==> config.mk <==
export PLATFORM = sky130hd
export DESIGN_NAME = flash_cmd_ctrl
export DESIGN_NICKNAME = d
export VERILOG_FILES = /design/src/rtl/flashctl_pkg.sv /design/src/rtl/fc_bus_cycle.sv /design/src/rtl/fc_toggle_poll.sv /design/src/rtl/fc_timeout.sv /design/src/rtl/flash_cmd_ctrl.sv
export SDC_FILE = /design/constraint.sdc
export NUM_CORES = 1
export LEC_CHECK = 0
export BUFFER_PORTS_ARGS = -buffer_cell sky130_fd_sc_hd__buf_2
export CAP_MARGIN = 30
export CORE_MARGIN = 2
export CORE_UTILIZATION = 59
export CTS_BUF_LIST = sky130_fd_sc_hd__clkbuf_8
export CTS_CLUSTER_SIZE = 30
export DETAILED_ROUTE_END_ITERATION = 12
export PLACE_DENSITY = 0.82
export SETUP_SLACK_MARGIN = 0.4
export SYNTH_ARGS = -nofsm -noshare
export SYNTH_HDL_FRONTEND = slang
export SYNTH_SLANG_ARGS = --single-unit
==> constraint.sdc <==
create_clock -name clk -period 2.9 [get_ports clk]
set_clock_uncertainty 0.15 [all_clocks]
set_input_delay 0.58 -clock clk [delete_from_list [all_inputs] [get_ports clk]]
set_output_delay 0.58 -clock clk [all_outputs]
set_load 0.1 [all_outputs]
==> src/rtl/flashctl_pkg.sv <==
package flashctl_pkg;
  localparam int ADDR_W = 20;
  localparam int DATA_W = 8;
  localparam int STEP_W = 3;

  typedef enum logic [1:0] {
    OP_PROG   = 2'd0,
    OP_SECTOR = 2'd1,
    OP_BLOCK  = 2'd2,
    OP_CHIP   = 2'd3
  } flash_op_e;

  typedef struct packed {
    logic [ADDR_W-1:0] addr;
    logic [DATA_W-1:0] data;
  } bus_word_t;

  localparam logic [ADDR_W-1:0] KEY_ADDR_A = 20'h00AAA;
  localparam logic [ADDR_W-1:0] KEY_ADDR_B = 20'h00555;

  // Index of the final write of a command sequence.
  function automatic logic [STEP_W-1:0] final_step(input flash_op_e op);
    return (op == OP_PROG) ? STEP_W'(3) : STEP_W'(5);
  endfunction

  // Address/data pair of each write in a command sequence.
  function automatic bus_word_t seq_word(input flash_op_e op,
                                         input logic [STEP_W-1:0] step,
                                         input logic [ADDR_W-1:0] tgt,
                                         input logic [DATA_W-1:0] val);
    bus_word_t w;
    case (step)
      STEP_W'(0): w = '{addr: KEY_ADDR_A, data: 8'hAA};
      STEP_W'(1): w = '{addr: KEY_ADDR_B, data: 8'h55};
      STEP_W'(2): w = '{addr: KEY_ADDR_A, data: (op == OP_PROG) ? 8'hA0 : 8'h80};
      STEP_W'(3): w = (op == OP_PROG) ? '{addr: tgt, data: val}
                                      : '{addr: KEY_ADDR_A, data: 8'hAA};
      STEP_W'(4): w = '{addr: KEY_ADDR_B, data: 8'h55};
      default: begin
        case (op)
          OP_SECTOR: w = '{addr: tgt, data: 8'h30};
          OP_BLOCK:  w = '{addr: tgt, data: 8'h50};
          default:   w = '{addr: KEY_ADDR_A, data: 8'h10};
        endcase
      end
    endcase
    return w;
  endfunction
endpackage

==> src/rtl/fc_bus_cycle.sv <==
module fc_bus_cycle #(
  parameter int ADDR_W  = 20,
  parameter int DATA_W  = 8,
  parameter int T_SETUP = 2,
  parameter int T_PULSE = 6,
  parameter int T_HOLD  = 4,
  parameter int T_RDACC = 10
) (
  input  logic              clk,
  input  logic              rst,
  input  logic              start,
  input  logic              is_read,
  input  logic [ADDR_W-1:0] addr_in,
  input  logic [DATA_W-1:0] wdata,
  input  logic [DATA_W-1:0] dq_i,
  output logic              done,
  output logic [DATA_W-1:0] rdata,
  output logic [ADDR_W-1:0] fl_addr,
  output logic [DATA_W-1:0] fl_dq_o,
  output logic              fl_dq_oe,
  output logic              fl_ce_n,
  output logic              fl_we_n,
  output logic              fl_oe_n
);
  localparam int T_A   = (T_SETUP > T_PULSE) ? T_SETUP : T_PULSE;
  localparam int T_B   = (T_HOLD > T_RDACC) ? T_HOLD : T_RDACC;
  localparam int T_MAX = (T_A > T_B) ? T_A : T_B;
  localparam int CNT_W = $clog2(T_MAX + 1);

  typedef enum logic [1:0] {PH_IDLE, PH_SETUP, PH_STROBE, PH_HOLD} phase_e;

  phase_e           phase;
  logic [CNT_W-1:0] cnt;
  logic             rd_q;

  always_ff @(posedge clk) begin
    if (rst) begin
      phase    <= PH_IDLE;
      cnt      <= '0;
      rd_q     <= 1'b0;
      done     <= 1'b0;
      rdata    <= '0;
      fl_addr  <= '0;
      fl_dq_o  <= '0;
      fl_dq_oe <= 1'b0;
      fl_ce_n  <= 1'b1;
      fl_we_n  <= 1'b1;
      fl_oe_n  <= 1'b1;
    end else begin
      done <= 1'b0;
      case (phase)
        PH_IDLE: begin
          if (start) begin
            phase    <= PH_SETUP;
            cnt      <= CNT_W'(T_SETUP - 1);
            rd_q     <= is_read;
            fl_addr  <= addr_in;
            fl_dq_o  <= wdata;
            fl_dq_oe <= !is_read;
          end
        end
        PH_SETUP: begin
          if (cnt == '0) begin
            phase   <= PH_STROBE;
            cnt     <= rd_q ? CNT_W'(T_RDACC - 1) : CNT_W'(T_PULSE - 1);
            fl_ce_n <= 1'b0;
            fl_we_n <= rd_q;
            fl_oe_n <= !rd_q;
          end else begin
            cnt <= cnt - 1'b1;
          end
        end
        PH_STROBE: begin
          if (cnt == '0) begin
            phase   <= PH_HOLD;
            cnt     <= CNT_W'(T_HOLD - 1);
            fl_ce_n <= 1'b1;
            fl_we_n <= 1'b1;
            fl_oe_n <= 1'b1;
            if (rd_q) rdata <= dq_i;
          end else begin
            cnt <= cnt - 1'b1;
          end
        end
        default: begin
          if (cnt == '0) begin
            phase    <= PH_IDLE;
            fl_dq_oe <= 1'b0;
            done     <= 1'b1;
          end else begin
            cnt <= cnt - 1'b1;
          end
        end
      endcase
    end
  end

  // Checker counter: length of the current low run of the write strobe.
  logic [15:0] we_low_run;
  always_ff @(posedge clk) begin
    if (rst) we_low_run <= '0;
    else if (!fl_we_n) we_low_run <= (we_low_run == 16'hFFFF) ? we_low_run : we_low_run + 1'b1;
    else we_low_run <= '0;
  end

  a_r3_pulse_min: assert property (@(posedge clk) disable iff (rst)
    $rose(fl_we_n) |-> (we_low_run >= 16'(T_PULSE)));

  a_r3_strobe_stable: assert property (@(posedge clk) disable iff (rst)
    (!fl_ce_n && $past(!fl_ce_n)) |-> ($stable(fl_addr) && $stable(fl_dq_o)));

  a_r3_we_needs_ce: assert property (@(posedge clk) disable iff (rst)
    !fl_we_n |-> !fl_ce_n);

  a_r4_drive_oe_high: assert property (@(posedge clk) disable iff (rst)
    fl_dq_oe |-> fl_oe_n);

  a_r4_read_we_high: assert property (@(posedge clk) disable iff (rst)
    !fl_oe_n |-> (fl_we_n && !fl_dq_oe));
endmodule

==> src/rtl/fc_toggle_poll.sv <==
module fc_toggle_poll #(
  parameter int CONFIRM_READS = 2
) (
  input  logic clk,
  input  logic rst,
  input  logic clear,
  input  logic sample,
  input  logic bit_in,
  output logic settled
);
  localparam int NEED = CONFIRM_READS + 1;
  localparam int AW   = $clog2(NEED + 1);

  logic          have_prev;
  logic          prev_bit;
  logic [AW-1:0] agree;

  always_ff @(posedge clk) begin
    if (rst || clear) begin
      have_prev <= 1'b0;
      prev_bit  <= 1'b0;
      agree     <= '0;
      settled   <= 1'b0;
    end else if (sample) begin
      have_prev <= 1'b1;
      prev_bit  <= bit_in;
      if (have_prev && (bit_in == prev_bit)) begin
        if (agree == AW'(NEED - 1)) settled <= 1'b1;
        else agree <= agree + 1'b1;
      end else begin
        agree <= '0;
      end
    end
  end

  a_r6_settle_on_read: assert property (@(posedge clk) disable iff (rst)
    $rose(settled) |-> $past(sample));

  a_r6_mismatch_blocks: assert property (@(posedge clk) disable iff (rst)
    (sample && !clear && !settled && have_prev && (bit_in != prev_bit)) |=> !settled);
endmodule

==> src/rtl/fc_timeout.sv <==
module fc_timeout #(
  parameter int CNT_W = 24
) (
  input  logic             clk,
  input  logic             rst,
  input  logic             start,
  input  logic [CNT_W-1:0] limit,
  output logic             expired
);
  logic [CNT_W-1:0] cnt;
  logic             run;

  always_ff @(posedge clk) begin
    if (rst) begin
      cnt     <= '0;
      run     <= 1'b0;
      expired <= 1'b0;
    end else if (start) begin
      cnt     <= '0;
      run     <= 1'b1;
      expired <= 1'b0;
    end else if (run) begin
      if (cnt == limit) begin
        expired <= 1'b1;
        run     <= 1'b0;
      end else begin
        cnt <= cnt + 1'b1;
      end
    end
  end

  a_r7_expire_sticky: assert property (@(posedge clk) disable iff (rst)
    (expired && !start) |=> expired);

  a_r7_expire_after_run: assert property (@(posedge clk) disable iff (rst)
    $rose(expired) |-> $past(run));
endmodule

==> src/rtl/flash_cmd_ctrl.sv <==
module flash_cmd_ctrl
  import flashctl_pkg::*;
#(
  parameter int T_SETUP       = 2,
  parameter int T_PULSE       = 6,
  parameter int T_HOLD        = 4,
  parameter int T_RDACC       = 10,
  parameter int CONFIRM_READS = 2,
  parameter int TMO_PROG      = 3000,
  parameter int TMO_ERASE     = 3750000,
  parameter int TMO_CHIP      = 7500000
) (
  input  logic        clk,
  input  logic        rst,
  input  logic        cmd_valid,
  output logic        cmd_ready,
  input  logic [1:0]  cmd_op,
  input  logic [19:0] cmd_addr,
  input  logic [7:0]  cmd_data,
  output logic        done,
  output logic        done_err,
  output logic [19:0] fl_addr,
  output logic [7:0]  fl_dq_o,
  output logic        fl_dq_oe,
  input  logic [7:0]  fl_dq_i,
  output logic        fl_ce_n,
  output logic        fl_oe_n,
  output logic        fl_we_n
);
  localparam int TMO_A   = (TMO_PROG > TMO_ERASE) ? TMO_PROG : TMO_ERASE;
  localparam int TMO_MAX = (TMO_A > TMO_CHIP) ? TMO_A : TMO_CHIP;
  localparam int TMO_W   = $clog2(TMO_MAX + 1);

  typedef enum logic [2:0] {ST_IDLE, ST_ISSUE, ST_WAITW, ST_POLL, ST_WAITR, ST_CHECK} state_e;

  state_e            state;
  flash_op_e         op_q;
  logic [ADDR_W-1:0] addr_q;
  logic [DATA_W-1:0] data_q;
  logic [STEP_W-1:0] step;

  logic              bus_start, bus_rd, bus_done;
  logic [DATA_W-1:0] bus_rdata;
  bus_word_t         word;
  logic              first_poll, poll_sample, settled, expired;
  logic [TMO_W-1:0]  tmo_limit;

  assign word        = seq_word(op_q, step, addr_q, data_q);
  assign bus_start   = (state == ST_ISSUE) || (state == ST_POLL);
  assign bus_rd      = (state == ST_POLL);
  assign first_poll  = (state == ST_WAITW) && bus_done && (step == final_step(op_q));
  assign poll_sample = (state == ST_WAITR) && bus_done;

  always_comb begin
    case (op_q)
      OP_PROG: tmo_limit = TMO_W'(TMO_PROG);
      OP_CHIP: tmo_limit = TMO_W'(TMO_CHIP);
      default: tmo_limit = TMO_W'(TMO_ERASE);
    endcase
  end

  logic unused_status_bits;
  assign unused_status_bits = ^{bus_rdata[7], bus_rdata[5:0]};

  fc_bus_cycle #(
    .ADDR_W(ADDR_W), .DATA_W(DATA_W),
    .T_SETUP(T_SETUP), .T_PULSE(T_PULSE), .T_HOLD(T_HOLD), .T_RDACC(T_RDACC)
  ) u_bus (
    .clk(clk), .rst(rst), .start(bus_start), .is_read(bus_rd),
    .addr_in(bus_rd ? addr_q : word.addr), .wdata(word.data), .dq_i(fl_dq_i),
    .done(bus_done), .rdata(bus_rdata),
    .fl_addr(fl_addr), .fl_dq_o(fl_dq_o), .fl_dq_oe(fl_dq_oe),
    .fl_ce_n(fl_ce_n), .fl_we_n(fl_we_n), .fl_oe_n(fl_oe_n)
  );

  fc_toggle_poll #(.CONFIRM_READS(CONFIRM_READS)) u_poll (
    .clk(clk), .rst(rst), .clear(first_poll), .sample(poll_sample),
    .bit_in(bus_rdata[6]), .settled(settled)
  );

  fc_timeout #(.CNT_W(TMO_W)) u_tmo (
    .clk(clk), .rst(rst), .start(first_poll), .limit(tmo_limit), .expired(expired)
  );

  always_ff @(posedge clk) begin
    if (rst) begin
      state     <= ST_IDLE;
      op_q      <= OP_PROG;
      addr_q    <= '0;
      data_q    <= '0;
      step      <= '0;
      cmd_ready <= 1'b0;
      done      <= 1'b0;
      done_err  <= 1'b0;
    end else begin
      done     <= 1'b0;
      done_err <= 1'b0;
      case (state)
        ST_IDLE: begin
          if (cmd_valid && cmd_ready) begin
            op_q      <= flash_op_e'(cmd_op);
            addr_q    <= cmd_addr;
            data_q    <= cmd_data;
            step      <= '0;
            cmd_ready <= 1'b0;
            state     <= ST_ISSUE;
          end else begin
            cmd_ready <= 1'b1;
          end
        end
        ST_ISSUE: state <= ST_WAITW;
        ST_WAITW: begin
          if (bus_done) begin
            if (step == final_step(op_q)) state <= ST_POLL;
            else begin
              step  <= step + 1'b1;
              state <= ST_ISSUE;
            end
          end
        end
        ST_POLL: state <= ST_WAITR;
        ST_WAITR: if (bus_done) state <= ST_CHECK;
        default: begin
          if (settled || expired) begin
            done      <= 1'b1;
            done_err  <= !settled;
            cmd_ready <= 1'b1;
            state     <= ST_IDLE;
          end else begin
            state <= ST_POLL;
          end
        end
      endcase
    end
  end

  a_r8_idle_bus_quiet: assert property (@(posedge clk) disable iff (rst)
    cmd_ready |-> (fl_ce_n && !fl_dq_oe));

  a_r8_ready_drops: assert property (@(posedge clk) disable iff (rst)
    (cmd_valid && cmd_ready) |=> !cmd_ready);

  a_r9_done_single: assert property (@(posedge clk) disable iff (rst)
    done |=> !done);

  a_r9_err_with_done: assert property (@(posedge clk) disable iff (rst)
    done_err |-> done);
endmodule

Yosys cells after proc, flatten, opt, wreduce, memory -nomap -nowiden

Index checks and enable logic that the tools add are counted.

Memory bits (writable): 0
Latch bits: 0
Output and inout bits: 35
Register bits: 116
Bits of input ports: 41
Memories: 0
ROM bits: 0

Add/subtract/negate cells: 4
Equality and inequality tests: 26
Shift-type cells: 0
Reduce and logical (&&, ||, !) cells: 41
Muxes and demuxes: 47
Magnitude comparators: 0
Multiply operators: 0
Bitwise gates (word level): 4
Div/mod/pow operators: 0

Operators by type and width:

| kind                                           | count |
|---|---|
| case mux 28 bit (4 select lines)               | 1 |
| case mux 28 bit (2 select lines)               | 1 |
| case mux 23 bit (2 select lines)               | 1 |
| two-way mux 28 bit                             | 1 |
| adder 23 x 1 -> 23 bit (second input constant) | 1 |
| == test 23 bit                                 | 1 |
| two-way mux 3 bit                              | 7 |
| two-way mux 20 bit                             | 1 |
| two-way mux 4 bit                              | 5 |
| two-way mux 2 bit                              | 8 |
| case mux 3 bit (5 select lines)                | 1 |
| AND reduction 3 bit                            | 5 |
| AND reduction 2 bit                            | 7 |
| == test 3 x 2 -> 1 bit (second input constant) | 4 |
| two-way mux 1 bit                              | 12 |
| case mux 4 bit (3 select lines)                | 1 |
| case mux 1 bit (2 select lines)                | 5 |
| == test 2 bit (second input constant)          | 4 |
| != test 2 x 1 -> 1 bit (second input constant) | 4 |
| != test 2 bit (second input constant)          | 4 |
| AND reduction 4 bit                            | 2 |
| nonzero test 2 bit                             | 4 |
| OR reduction 4 bit                             | 2 |
| OR reduction 7 bit                             | 1 |
| 21 further kinds                               | 39 |

Logic depth before layout (Yosys ltp)

Depth in word-level cells: 6
Depth in mapped cells: 10
Gate-level depth less buffers: 7

By module

Synthesis repeated with hierarchy kept, for this count alone.

Cell total of the unflattened synthesis: 725
Area total of the unflattened synthesis: 5954.5 um^2

By module, submodules not included:

| module         | seq. area each (um^2) | area each (um^2) | times used | cells an instance |
|---|---|---|---|---|
| flash_cmd_ctrl | 780.7                 | 2189.6           | 1          | 291 |
| fc_bus_cycle   | 960.9                 | 1970.6           | 1          | 238 |
| fc_timeout     | 500.5                 | 1555.2           | 1          | 172 |
| fc_toggle_poll | 100.1                 | 239.0            | 1          | 24 |

Least setup slack after synthesis

No wires, ideal clock.

Path kind: register to register
Start point: register cmd_ready
End point: register step[2]
Data arrival time: 2.122 ns
Path buffers: 0
Data required time: 2.680 ns
Setup slack: 0.558 ns
Library setup time: 0.070 ns
Stages on the path, launching flop included: 6
Period minus slack after synthesis: 2.342 ns
Cells stage by stage: dfxtp_1 nand3b_1 nor3_1 a21oi_1 or4_1 a21oi_1

Cells in the longest elaborated chain, start to end: 3

Ends and longest elaborated chain:

| element                       | RTL line              | text |
|---|---|---|
| start: declaration            | flash_cmd_ctrl.sv:16  | `output logic cmd_ready,` |
| start signal: assignment      | flash_cmd_ctrl.sv:92  | `cmd_ready <= 1'b0;` |
| start signal: assignment      | flash_cmd_ctrl.sv:105 | `cmd_ready <= 1'b0;` |
| start signal: assignment      | flash_cmd_ctrl.sv:108 | `cmd_ready <= 1'b1;` |
| logical AND 1 bit             | flash_cmd_ctrl.sv:100 | `if (cmd_valid && cmd_ready) begin` |
| != test 2 bit (no line)       | --                    |  |
| AND reduction 4 bit (no line) | --                    |  |
| end signal: assignment        | flash_cmd_ctrl.sv:116 | `step <= step + 1'b1;` |
| end: declaration              | flash_cmd_ctrl.sv:40  | `logic [STEP_W-1:0] step;` |

No other way between the ends.
A chain may end at the register's enable or synchronous reset.

Worst setup path after layout

Start point: register op_q[0]
End point: register u_tmo.cnt[15]

Cells in the longest elaborated chain, start to end: 5
Elaborated cells between the ends (all ways): 10
Classes of those cells: 3 x eq/ne; 2 x mux; 1 x bitwise; 4 x reduce/logical

Ends and longest elaborated chain:

| element                                                               | RTL line                                 | text |
|---|---|---|
| start: declaration                                                    | flash_cmd_ctrl.sv:37                     | `flash_op_e op_q;` |
| start signal: assignment                                              | flash_cmd_ctrl.sv:101                    | `op_q <= flash_op_e'(cmd_op);` |
| == test 2 bit or logical NOT 2 bit (tied branches)                    | flash_cmd_ctrl.sv:55, flashctl_pkg.sv:23 |  |
| case mux 23 bit (2 select lines) or two-way mux 3 bit (tied branches) | flash_cmd_ctrl.sv:55, flashctl_pkg.sv:23 |  |
| == test 23 bit or == test 3 bit (tied branches)                       | fc_timeout.sv:23, flash_cmd_ctrl.sv:51   |  |
| NOT 1 bit (no line) or logical AND 1 bit (tied branches)              | --                                       |  |
| AND reduction 2 bit (no line) or OR reduction 2 bit (tied branches)   | --                                       |  |
| end signal: assignment                                                | fc_timeout.sv:27                         | `cnt <= cnt + 1'b1;` |
| end: declaration                                                      | fc_timeout.sv:10                         | `logic [CNT_W-1:0] cnt;` |

Several ways; a longest one is shown, not always the timed one.

==> flow_summary.json <==
{
  "cts_inserted_buffers": 9,
  "finish.net_count": 761,
  "detailedRoute.firstIterationViolations": 262,
  "synth_top_cell_area_share_pct": 41.4,
  "total_leakage_power_nw": 2.20,
  "first_global_vias": 4614,
  "ys_dominant_reg_cell": "dfxtp_1",
  "timing.hold.worst.class": "in2reg",
  "critPathMaxStageDelay_ps": 470,
  "worst-path-max-fanout": 14,
  "ir_worst_vdd_uv": 583,
  "worst_slew_pin_slew_ps": 673,
  "setup.worst_path.start_class": "flip-flop",
  "post_dr_wirelength_cell_um": 15.3,
  "fp.dieW_um": 98.9,
  "cp.required_ps": 3070,
  "setup-violations-final": 0,
  "grt_overflow": 0,
  "grt_setup_unrepaired": "no",
  "post_synth_instance_area_um2": 5320,
  "maxSlewHeadroom_pct": 54.7,
  "final_max_slew_viol_count": 0,
  "max_freq_ghz": 0.417,
  "first_pass_iters": 5,
  "tritoncts": "done",
  "drt-vias-per-instance": 6.02,
  "slowest_stage": "or4_1",
  "number_of_buffers_on_the_longest_clock_path": 2,
  "drc_errors": 0,
  "outcome": "complete, no violations",
  "async_reset_ff_share_pct": 0,
  "area_growth_syn_to_layout_pct": 10.7,
  "row_count": 34,
  "drive_above_1_share_pct": 16.9,
  "netlist.top_cell.by_area": "dfxtp_1",
  "synth-seq-area-share_pct": 41.4,
  "timing.final.crit_share_pct": 82.6,
  "clock_sinks": 110,
  "report.final.hold_viol_count": 0,
  "yosysWarnings": 0,
  "synth-edff-count": 0,
  "period_needed_ps": 2400,
  "initial_utilization_pct": 61.0,
  "post_synthesis_net_count": 713,
  "grt_antenna_before_repair": 0,
  "global_route_wire_length_before_repair_um": 20700,
  "fin_tns_setup_ps": 0,
  "die_area_um2": 9790,
  "path_class": "reg2reg",
  "globalplace.congestion": 0.839,
  "synth.ff_latch_count": 110,
  "synth.top_cells.by_area": "dfxtp_1 41%, a21oi_1 8.8%, nand2_1 6.9%",
  "wire_length_after_detailed_routing_um": 12400,
  "insertion_delay_ps": 380,
  "timing.critical_path.to_type": "flip-flop",
  "synth_most_common_cell": "dfxtp_1",
  "synth_commonest_cells": "110 x dfxtp_1, 98 x nand2_1, 93 x a21oi_1, 49 x nor2_1, 29 x clkbuf_1",
  "htreeDepth": 3,
  "synth.lib_cells_used.distinct": 65,
  "global_route_usage_over_all_layers_pct": 25.6,
  "worstPathArrival_ps": 2560,
  "root_buffer": "clkbuf_8",
  "final_antenna_net_count": 0,
  "power_per_cell_area_nw_per_um2": 887,
  "max-cap-violations": 0,
  "postSynthCellCount": 653,
  "floorplan.die.height_um": 98.9,
  "antenna-diode-count": 0,
  "post_synth.cell_area_avg_um2": 8.14,
  "core_region_area_um2": 8720,
  "finalHoldWorstSlack_ps": 267,
  "dpl.hpwl_um": 8580,
  "vias": 4900,
  "clk_transition_reported_paths_ps": 120,
  "ios": 76,
  "pin_count_of_the_biggest_net_entering_global_routing": 46,
  "place.port_buffers": 68,
  "crit_path_cell_trace": "inv_1 -> ha_2 -> and4b_1 -> o2111ai_2 -> nor4_4 -> buf_4 -> or4_1 -> a21oi_1"
}
## layer usage
metal	routed length [um]	up-vias	share of wire [%]	global-route usage, %
met1	5540	2307	45	33.3
met2	6040	160	49	42.2
met3	596	31	4.8	4.54
li1	-	2402	-	-
met4	267	0	2.1	10.4
met5	0	-	0	0
## state kept, by name (all words and copies together), names as in the netlist, 2 cells and up
register and flops:
u_tmo.cnt 23, addr_q 20, u_bus.fl_addr 20, data_q 8, u_bus.fl_dq_o 8, u_bus.cnt 4, state 3, step 3
op_q 2, u_bus.phase 2, u_poll.agree 2
## layout make-up
| class | count | area, um^2 |
|---|---|---|
| Fill cell | 719 | 2830 |
| Multi-Input combinational cell | 476 | 2830 |
| Sequential cell | 110 | 2200 |
| Timing Repair Buffer | 83 | 453 |
| Tap cell | 108 | 135 |
| Clock buffer | 9 | 124 |
| Inverter | 21 | 78.8 |
| Clock inverter | 7 | 65.1 |
## cells in the final DEF (no fill, tap or decap), types with 7 or more instances in the layout
| master | Yosys | routed |
|---|---|---|
| or4_1 | 8 | 8 |
| buf_4 | 0 | 15 |
| inv_1 | 21 | 21 |
| or3_1 | 10 | 10 |
| nand2_1 | 98 | 98 |
| nand4_1 | 7 | 7 |
| xor2_1 | 8 | 8 |
| clkbuf_8 | 0 | 9 |
| o31ai_1 | 9 | 9 |
| nand2b_1 | 9 | 9 |
| ha_1 | 19 | 18 |
| a21oi_1 | 93 | 93 |
| dfxtp_1 | 110 | 108 |
| nand3_1 | 22 | 22 |
| o21ai_0 | 19 | 19 |
| buf_2 | 11 | 68 |
| nor2_1 | 49 | 49 |
| o211ai_1 | 7 | 7 |
| nor3_1 | 22 | 21 |
## what timing repair did
item                       4_1_cts  5_1_grt
gates resized for setup          1        3
hold buffers                     0        0
buffers inserted                 0        1
setup endpoints to repair        5       21
pin swaps                        0        1
## stage by stage
| stage | power, mW | setup WS (ps) | cells | cell area, um^2 | utilization [%] |
|---|---|---|---|---|---|
| finish | 5.22 | 504 | 814 | 5890 | 67.5 |
| global route | 5.52 | 410 | 814 | 5890 | 67.5 |
| CTS | 5.23 | 436 | 813 | 5870 | 67.3 |
| detailed placement | 4.33 | 372 | 797 | 5680 | 65.2 |
| global placement | 4.27 | 436 | 797 | 5680 | 65.2 |
| floorplan | 3.89 | 558 | 653 | 5320 | - |
## critical path: cells and delay by family (launching register included)
family          cells  cell delay, ps
buf+inv             2             280
flops               1             390
simple gates        3             770
compound gates      2             370
fa+ha+maj           1             370
## final timing paths
kind              cells after the start              start  slack, ps                end
setup / recovery                      8            op_q[0]        500      u_tmo.cnt[15]
setup reg to reg                      8            op_q[0]        500      u_tmo.cnt[15]
hold / removal                        3       cmd_addr[18]        270         addr_q[18]
hold reg to reg                       2  u_bus.fl_addr[13]        310  u_bus.fl_addr[13]
## report_power, final
part	total, mW	internal [mW]	switching, mW
combinational	2.38	0.569	1.81
sequential	1.95	1.75	0.198
clock	0.891	0.332	0.558
## kinds of logic (layout without fill, tap and decap cells)
family,Yosys count,count (layout),share of synthesized area (%)
compound gates,174,174,20.3
buf+inv,67,120,5.62
simple gates,263,263,24.7
flops,110,110,41.4
xor+xnor,13,13,2.14
mux,7,7,1.37
fa+ha+maj,19,19,4.47
(Power assumes the default switching activity.)
